### config.mk
export PLATFORM = sky130hd
export DESIGN_NAME = mem_err_irq
export DESIGN_NICKNAME = d
export VERILOG_FILES = /design/src/rtl/mei_pkg.sv /design/src/rtl/mei_cause.sv /design/src/rtl/mei_capture.sv /design/src/rtl/mem_err_irq.sv
export SDC_FILE = /design/constraint.sdc
export NUM_CORES = 1
export LEC_CHECK = 0
export ABC_AREA = 1
export BUFFER_PORTS_ARGS = -buffer_cell sky130_fd_sc_hd__buf_2
export CAP_MARGIN = 15
export CORE_MARGIN = 5
export CORE_UTILIZATION = 58
export CTS_CLUSTER_DIAMETER = 200
export CTS_CLUSTER_SIZE = 30
export DETAILED_ROUTE_END_ITERATION = 12
export PLACE_DENSITY = 0.86
export SYNTH_ARGS = -nofsm -noshare
export SYNTH_HDL_FRONTEND = slang
export SYNTH_SLANG_ARGS = --single-unit
### constraint.sdc
create_clock -name clk_i -period 4 [get_ports clk_i]
set_clock_uncertainty 0.1 [all_clocks]
set_input_delay 0.6 -clock clk_i [delete_from_list [all_inputs] [get_ports clk_i]]
set_output_delay 0.6 -clock clk_i [all_outputs]
set_load 0.01 [all_outputs]
### src/rtl/mei_pkg.sv
package mei_pkg;
  localparam int REG_CAUSE   = 0;
  localparam int REG_ENABLE  = 1;
  localparam int REG_CE_BASE = 2;
  localparam int BIT_CE      = 0;
  localparam int BIT_UE      = 1;
  localparam int BIT_PAR     = 2;
  localparam int NUM_REC     = 2;
endpackage

### src/rtl/mei_cause.sv
module mei_cause #(
  parameter int CW = 7
) (
  input  logic          clk_i,
  input  logic          rst_ni,
  input  logic [CW-1:0] set_i,
  input  logic [CW-1:0] clr_i,
  output logic [CW-1:0] cause_o
);
  // set has priority over a same-cycle clear
  always_ff @(posedge clk_i or negedge rst_ni) begin
    if (!rst_ni) cause_o <= '0;
    else         cause_o <= (cause_o & ~clr_i) | set_i;
  end
endmodule

### src/rtl/mei_capture.sv
module mei_capture #(
  parameter int ADDR_W = 32,
  parameter int DATA_W = 32,
  parameter int NWORDS = 5
) (
  input  logic                     clk_i,
  input  logic                     rst_ni,
  input  logic                     arm_i,
  input  logic                     evt_i,
  input  logic [ADDR_W-1:0]        addr_i,
  input  logic [NWORDS*DATA_W-1:0] data_i,
  output logic [ADDR_W-1:0]        addr_o,
  output logic [NWORDS*DATA_W-1:0] data_o
);
  logic load;
  assign load = evt_i & arm_i;

  always_ff @(posedge clk_i or negedge rst_ni) begin
    if (!rst_ni) begin
      addr_o <= '0;
      data_o <= '0;
    end else if (load) begin
      addr_o <= addr_i;
      data_o <= data_i;
    end
  end
endmodule

### src/rtl/mem_err_irq.sv
module mem_err_irq
  import mei_pkg::*;
#(
  parameter int PAR_W  = 4,
  parameter int DATA_W = 32,
  parameter int ADDR_W = 32,
  parameter int NWORDS = 5,
  parameter int RAW    = 4
) (
  input  logic                     clk_i,
  input  logic                     rst_ni,
  input  logic                     ce_evt_i,
  input  logic [ADDR_W-1:0]        ce_addr_i,
  input  logic [NWORDS*DATA_W-1:0] ce_data_i,
  input  logic                     ue_evt_i,
  input  logic [ADDR_W-1:0]        ue_addr_i,
  input  logic [NWORDS*DATA_W-1:0] ue_data_i,
  input  logic [PAR_W-1:0]         par_evt_i,
  input  logic                     addr_evt_i,
  input  logic                     reg_req_i,
  input  logic                     reg_we_i,
  input  logic [RAW-1:0]           reg_addr_i,
  input  logic [DATA_W-1:0]        reg_wdata_i,
  output logic                     reg_rvalid_o,
  output logic [DATA_W-1:0]        reg_rdata_o,
  output logic                     irq_o,
  output logic                     fatal_o
);
  localparam int CW       = PAR_W + 3;
  localparam int ADDR_BIT = BIT_PAR + PAR_W;
  localparam int REC_SPAN = NWORDS + 1;
  localparam logic [CW-1:0] FATAL_M = {1'b1, {PAR_W{1'b1}}, 1'b1, 1'b0};

  logic [CW-1:0] cause_q, enable_q, set_vec, clr_vec;
  logic          wr_cause, wr_enable;

  assign wr_cause  = reg_req_i & reg_we_i & (reg_addr_i == RAW'(REG_CAUSE));
  assign wr_enable = reg_req_i & reg_we_i & (reg_addr_i == RAW'(REG_ENABLE));
  assign set_vec   = {addr_evt_i, par_evt_i, ue_evt_i, ce_evt_i};
  assign clr_vec   = wr_cause ? reg_wdata_i[CW-1:0] : '0;

  mei_cause #(.CW(CW)) u_cause (
    .clk_i  (clk_i),
    .rst_ni (rst_ni),
    .set_i  (set_vec),
    .clr_i  (clr_vec),
    .cause_o(cause_q)
  );

  always_ff @(posedge clk_i or negedge rst_ni) begin
    if (!rst_ni)        enable_q <= '0;
    else if (wr_enable) enable_q <= reg_wdata_i[CW-1:0];
  end

  assign irq_o   = |(cause_q & enable_q);
  assign fatal_o = |(cause_q & enable_q & FATAL_M);

  // snapshot records: index 0 correctable, 1 uncorrectable
  logic [NUM_REC-1:0]                    cap_evt;
  logic [NUM_REC-1:0][ADDR_W-1:0]        cap_addr_in, cap_addr;
  logic [NUM_REC-1:0][NWORDS*DATA_W-1:0] cap_data_in, cap_data;

  assign cap_evt     = {ue_evt_i, ce_evt_i};
  assign cap_addr_in = {ue_addr_i, ce_addr_i};
  assign cap_data_in = {ue_data_i, ce_data_i};

  for (genvar g = 0; g < NUM_REC; g++) begin : g_rec
    mei_capture #(.ADDR_W(ADDR_W), .DATA_W(DATA_W), .NWORDS(NWORDS)) u_cap (
      .clk_i (clk_i),
      .rst_ni(rst_ni),
      .arm_i (~cause_q[BIT_CE + g]),
      .evt_i (cap_evt[g]),
      .addr_i(cap_addr_in[g]),
      .data_i(cap_data_in[g]),
      .addr_o(cap_addr[g]),
      .data_o(cap_data[g])
    );
  end

  logic [DATA_W-1:0] rd_mux;
  always_comb begin
    rd_mux = '0;
    if (int'(reg_addr_i) == REG_CAUSE)  rd_mux[CW-1:0] = cause_q;
    if (int'(reg_addr_i) == REG_ENABLE) rd_mux[CW-1:0] = enable_q;
    for (int r = 0; r < NUM_REC; r++) begin
      if (int'(reg_addr_i) == REG_CE_BASE + r*REC_SPAN)
        rd_mux = DATA_W'(cap_addr[r]);
      for (int w = 0; w < NWORDS; w++) begin
        if (int'(reg_addr_i) == REG_CE_BASE + r*REC_SPAN + 1 + w)
          rd_mux = cap_data[r][w*DATA_W +: DATA_W];
      end
    end
  end

  always_ff @(posedge clk_i or negedge rst_ni) begin
    if (!rst_ni) begin
      reg_rvalid_o <= 1'b0;
      reg_rdata_o  <= '0;
    end else begin
      reg_rvalid_o <= reg_req_i & ~reg_we_i;
      if (reg_req_i & ~reg_we_i) reg_rdata_o <= rd_mux;
    end
  end
endmodule

==> run summary <==
Data arrives at the worst endpoint at around 1.9 ns. For this run, the total global-route usage over all layers was measured as 0.3035. The final layout contains about 2500 nets. The tool flagged a number of max-cap violations equal to 0. The data required time of the worst path came out at about 3.3 ns. In the synthesized netlist, the number of instances is between 1500 and 2000. The dominant combinational cell family by area after synthesis is multiplexers.

Buffers inserted during clock tree synthesis total 18. Headroom to the max-slew limit came out at 0.2667. The maximum achievable frequency is 378.4 MHz.

The simple-gate share of the synthesized area came out at 0.1264. The power density over the cells is ~370 nW/um2. The final design area excluding fillers is between 20000 and 25000 um2. The total number of clock tree sinks came out at ~430. During synthesis, Yosys emitted a total of 0 warnings. The worst setup path is launched from a register. The leakage power came out at 11.91 nW. The count of endpoints failing setup in the final report is 0. Using the TritonRoute via totals, the vias-per-cell ratio works out to 5.677.

The checks that failed: negative hold slack. The DRC violations left came out at 0. The number of buffers and inverters on the critical path is 1. The mean instance size in the synthesized netlist is 11.14 um2. The library cell used most frequently in the layout, excluding fill and tap cells, is sky130_fd_sc_hd__buf_2. The number of nets produced by synthesis came out at between 2000 and 2500. The number of buffer cells added on primary ports came out at 440.

The weighted congestion reported at the end of routability-driven placement is between 0.9 and 1. The summed instance area of the synthesized netlist is between 15000 and 20000 um2. The post-route worst setup slack is 1.357 ns. The region available for standard cell placement spans between 30000 and 40000 um2. The pre-CTS worst setup slack came out at 0.8957 ns.

Once the clock tree was built, the resizer swapped 0 gates to a different size. The post-route antenna net violation count is 0. The number of global-route vias before repair is ~15000. The multiplexer share of the synthesized area came out at 0.2197. The number of distinct standard cells referenced by the synthesized netlist is 25. The critical path goes through a22o_1 > a221oi_1 > nand3_1 > a21o_1 > buf_2. The proportion of layout cells with a drive suffix above 1 came out at 0.4204. The largest net degree at the start of global routing is between 100 and 150. Broken down by cell family, the worst path's largest delay share belongs to compound AO/OA/AOI/OAI gates.

The share of the core filled with cells in the final layout is 0.6866. TritonCTS built the clock tree. The sum of routed wire length over all layers is about 56000 um. The H-tree level count came out at 1. Pin placement for this block handled approximately 470 I/O pins. The type of the worst min-delay path is in -> async. Summing all placed instances gives a cell area of 21600 um2. The cell count after placement is 2513. The final setup TNS is 0 ns.

The total count of max-transition violations in the final report is 0. The clock slew at the register clock pins of the worst setup and hold paths came out at roughly 0.12 ns. From left edge to right edge, the die measures approximately 190 um. The hold violation total from the final report came out at 3. Across all hold checks on the routed design, the worst slack comes to -0.002618 ns. The global route total overflow came out at 0. The number of vias in the routed layout came out at around 15000. The number of buffers inserted to repair setup after CTS came out at 0.

The endpoint class of the critical path is an output port. The global-route wire length before repair is roughly 85000 um. The worst setup path is of the reg -> out kind. The DRC violation total after the first TritonRoute iteration came out at ~1000. Of the available clock period, the critical path in the final layout requires 0.6607.

The post-detailed-placement half-perimeter wirelength is around 41000 um. The flow ran to the end, but the final reports show violations. The slowest stage of the critical path is the sky130_fd_sc_hd__dfrtp_1 cell. The effective utilization at floorplan came out at 0.5825. The post-synthesis adder-cell area fraction is 0. The routed length per placed instance is 21.79 um.

The total design power came out at between 8 and 9 mW. The root buffer cell chosen for the clock tree is sky130_fd_sc_hd__clkbuf_16. The longest individual stage delay on the worst path is 0.41 ns. The die is 190.1 um tall.

Setup repair after global routing left no endpoint under its margin. The clock reaches the later pin of the worst-skew pair after roughly 0.55 ns. The peak supply drop came out at roughly 0.35 mV.

The initial antenna violation count is 35. In the layout the commonest cells are sky130_fd_sc_hd__buf_2, sky130_fd_sc_hd__dfrtp_1, sky130_fd_sc_hd__mux2_2. The number of standard-cell rows in the floorplan is 66. The area added between synthesis and finish came out at 17.87%. Before antenna repair, the detailed router went through 5 iterations.

The smallest clock period supported by the final layout is computed as between 2 and 3 ns. The count of hold-fix buffers inserted at cts is 0. The post-synthesis compound-gate area fraction came to 0.04417. The number of non-filler instances in the completed layout came out at 2562. The total die area is roughly 36000 um2.

The buffer levels on the longest clock path came out at 3. The biggest fanout along the worst timing path is 3. The sequential share of the synthesized area is 0.5734. The slew at the pin closest to its max-slew limit came out at 1.099 ns. The flop and latch count out of synthesis came out at roughly 430.

The share of the synthesized netlist area taken by xor and xnor gates is 0.
-- cells by family (layout without fill, tap and decap cells) --
logic type / after synthesis / in the layout
and+or+nand+nor: 564 / 564
other: 0 / 29
DFF: 431 / 431
buffers and inverters: 165 / 567
muxes: 367 / 367
AOI/OAI and AO/OA: 162 / 162
-- sequential cells by signal, summed over array words and instances, names as in the netlist --
name and cells:
g_rec.u_cap.data_o 320, g_rec.u_cap.addr_o 64, reg_rdata_o 32, enable_q 7
u_cause.cause_o 7, reg_rvalid_o 1
-- power breakdown --
| group | internal [mW] | switching (mW) | leakage (nW) | total, mW |
|---|---|---|---|---|
| logic | 0.529 | 0.530 | 5.93 | 1.06 |
| registers | 4.77 | 0.221 | 5.74 | 4.99 |
| clock network | 0.874 | 1.35 | 0.244 | 2.23 |
-- synthesized netlist by cell type --
cell type	count	area [um2]
sky130_fd_sc_hd__a221oi_1	1	8.760
sky130_fd_sc_hd__inv_2	1	3.750
sky130_fd_sc_hd__a22o_1	1	8.760
sky130_fd_sc_hd__nor2_2	5	31.28
sky130_fd_sc_hd__or2_1	2	12.51
sky130_fd_sc_hd__clkbuf_1	40	150.1
sky130_fd_sc_hd__a21o_1	1	7.510
sky130_fd_sc_hd__or2_2	4	25.02
sky130_fd_sc_hd__o211ai_1	1	7.510
sky130_fd_sc_hd__nor2_4	1	11.26
sky130_fd_sc_hd__or2_0	1	6.260
sky130_fd_sc_hd__nand3_1	51	255.2
sky130_fd_sc_hd__o21ai_1	10	50.05
sky130_fd_sc_hd__dfrtp_1	431	10790
sky130_fd_sc_hd__inv_1	74	277.8
sky130_fd_sc_hd__nor3_1	2	10.01
sky130_fd_sc_hd__mux2_2	367	4133
sky130_fd_sc_hd__nor2_1	79	296.5
sky130_fd_sc_hd__nand2_1	357	1340
sky130_fd_sc_hd__a21oi_1	97	485.5
sky130_fd_sc_hd__o21ai_0	48	240.2
sky130_fd_sc_hd__o21bai_1	3	22.52
sky130_fd_sc_hd__buf_2	50	250.2
sky130_fd_sc_hd__nor3b_1	1	7.510
sky130_fd_sc_hd__nand4_1	61	381.6
-- layer usage --
metal	GRT usage	vias up	wire length, um
met4	0.1102	22	2079
li1	-	6527	-
met3	0.07670	131	5341
met1	0.4087	7220	22050
met2	0.4832	644	26220
met5	0	-	119
-- final timing paths --
check	from	to	slack, ns	depth (start not counted)
setup reg to reg	u_cause.cause_o[1]	g_rec[1].u_cap.data_o[79]	1.92	4
setup / recovery	enable_q[2]	irq_o	1.36	5
hold / removal	rst_ni	g_rec[0].u_cap.addr_o[8]	-0.003	1
min in group clk_i	par_evt_i[2]	u_cause.cause_o[4]	0.14	3
max in group asynchronous	rst_ni	g_rec[0].u_cap.data_o[156]	2.82	2
hold reg to reg	reg_rdata_o[9]	reg_rdata_o[9]	0.39	2
-- cell type report --
| type | count | area, um2 |
|---|---|---|
| multi-input combinational | 1093 | 7403 |
| timing repair buffer | 472 | 2577 |
| fill | 2410 | 10120 |
| sequential | 431 | 10790 |
| tap | 442 | 553.0 |
| clock buffer | 19 | 475.5 |
| clock inverter | 1 | 20.02 |
| inverter | 75 | 281.5 |
| antenna | 29 | 72.57 |
Power figures use the tool's default switching activity.
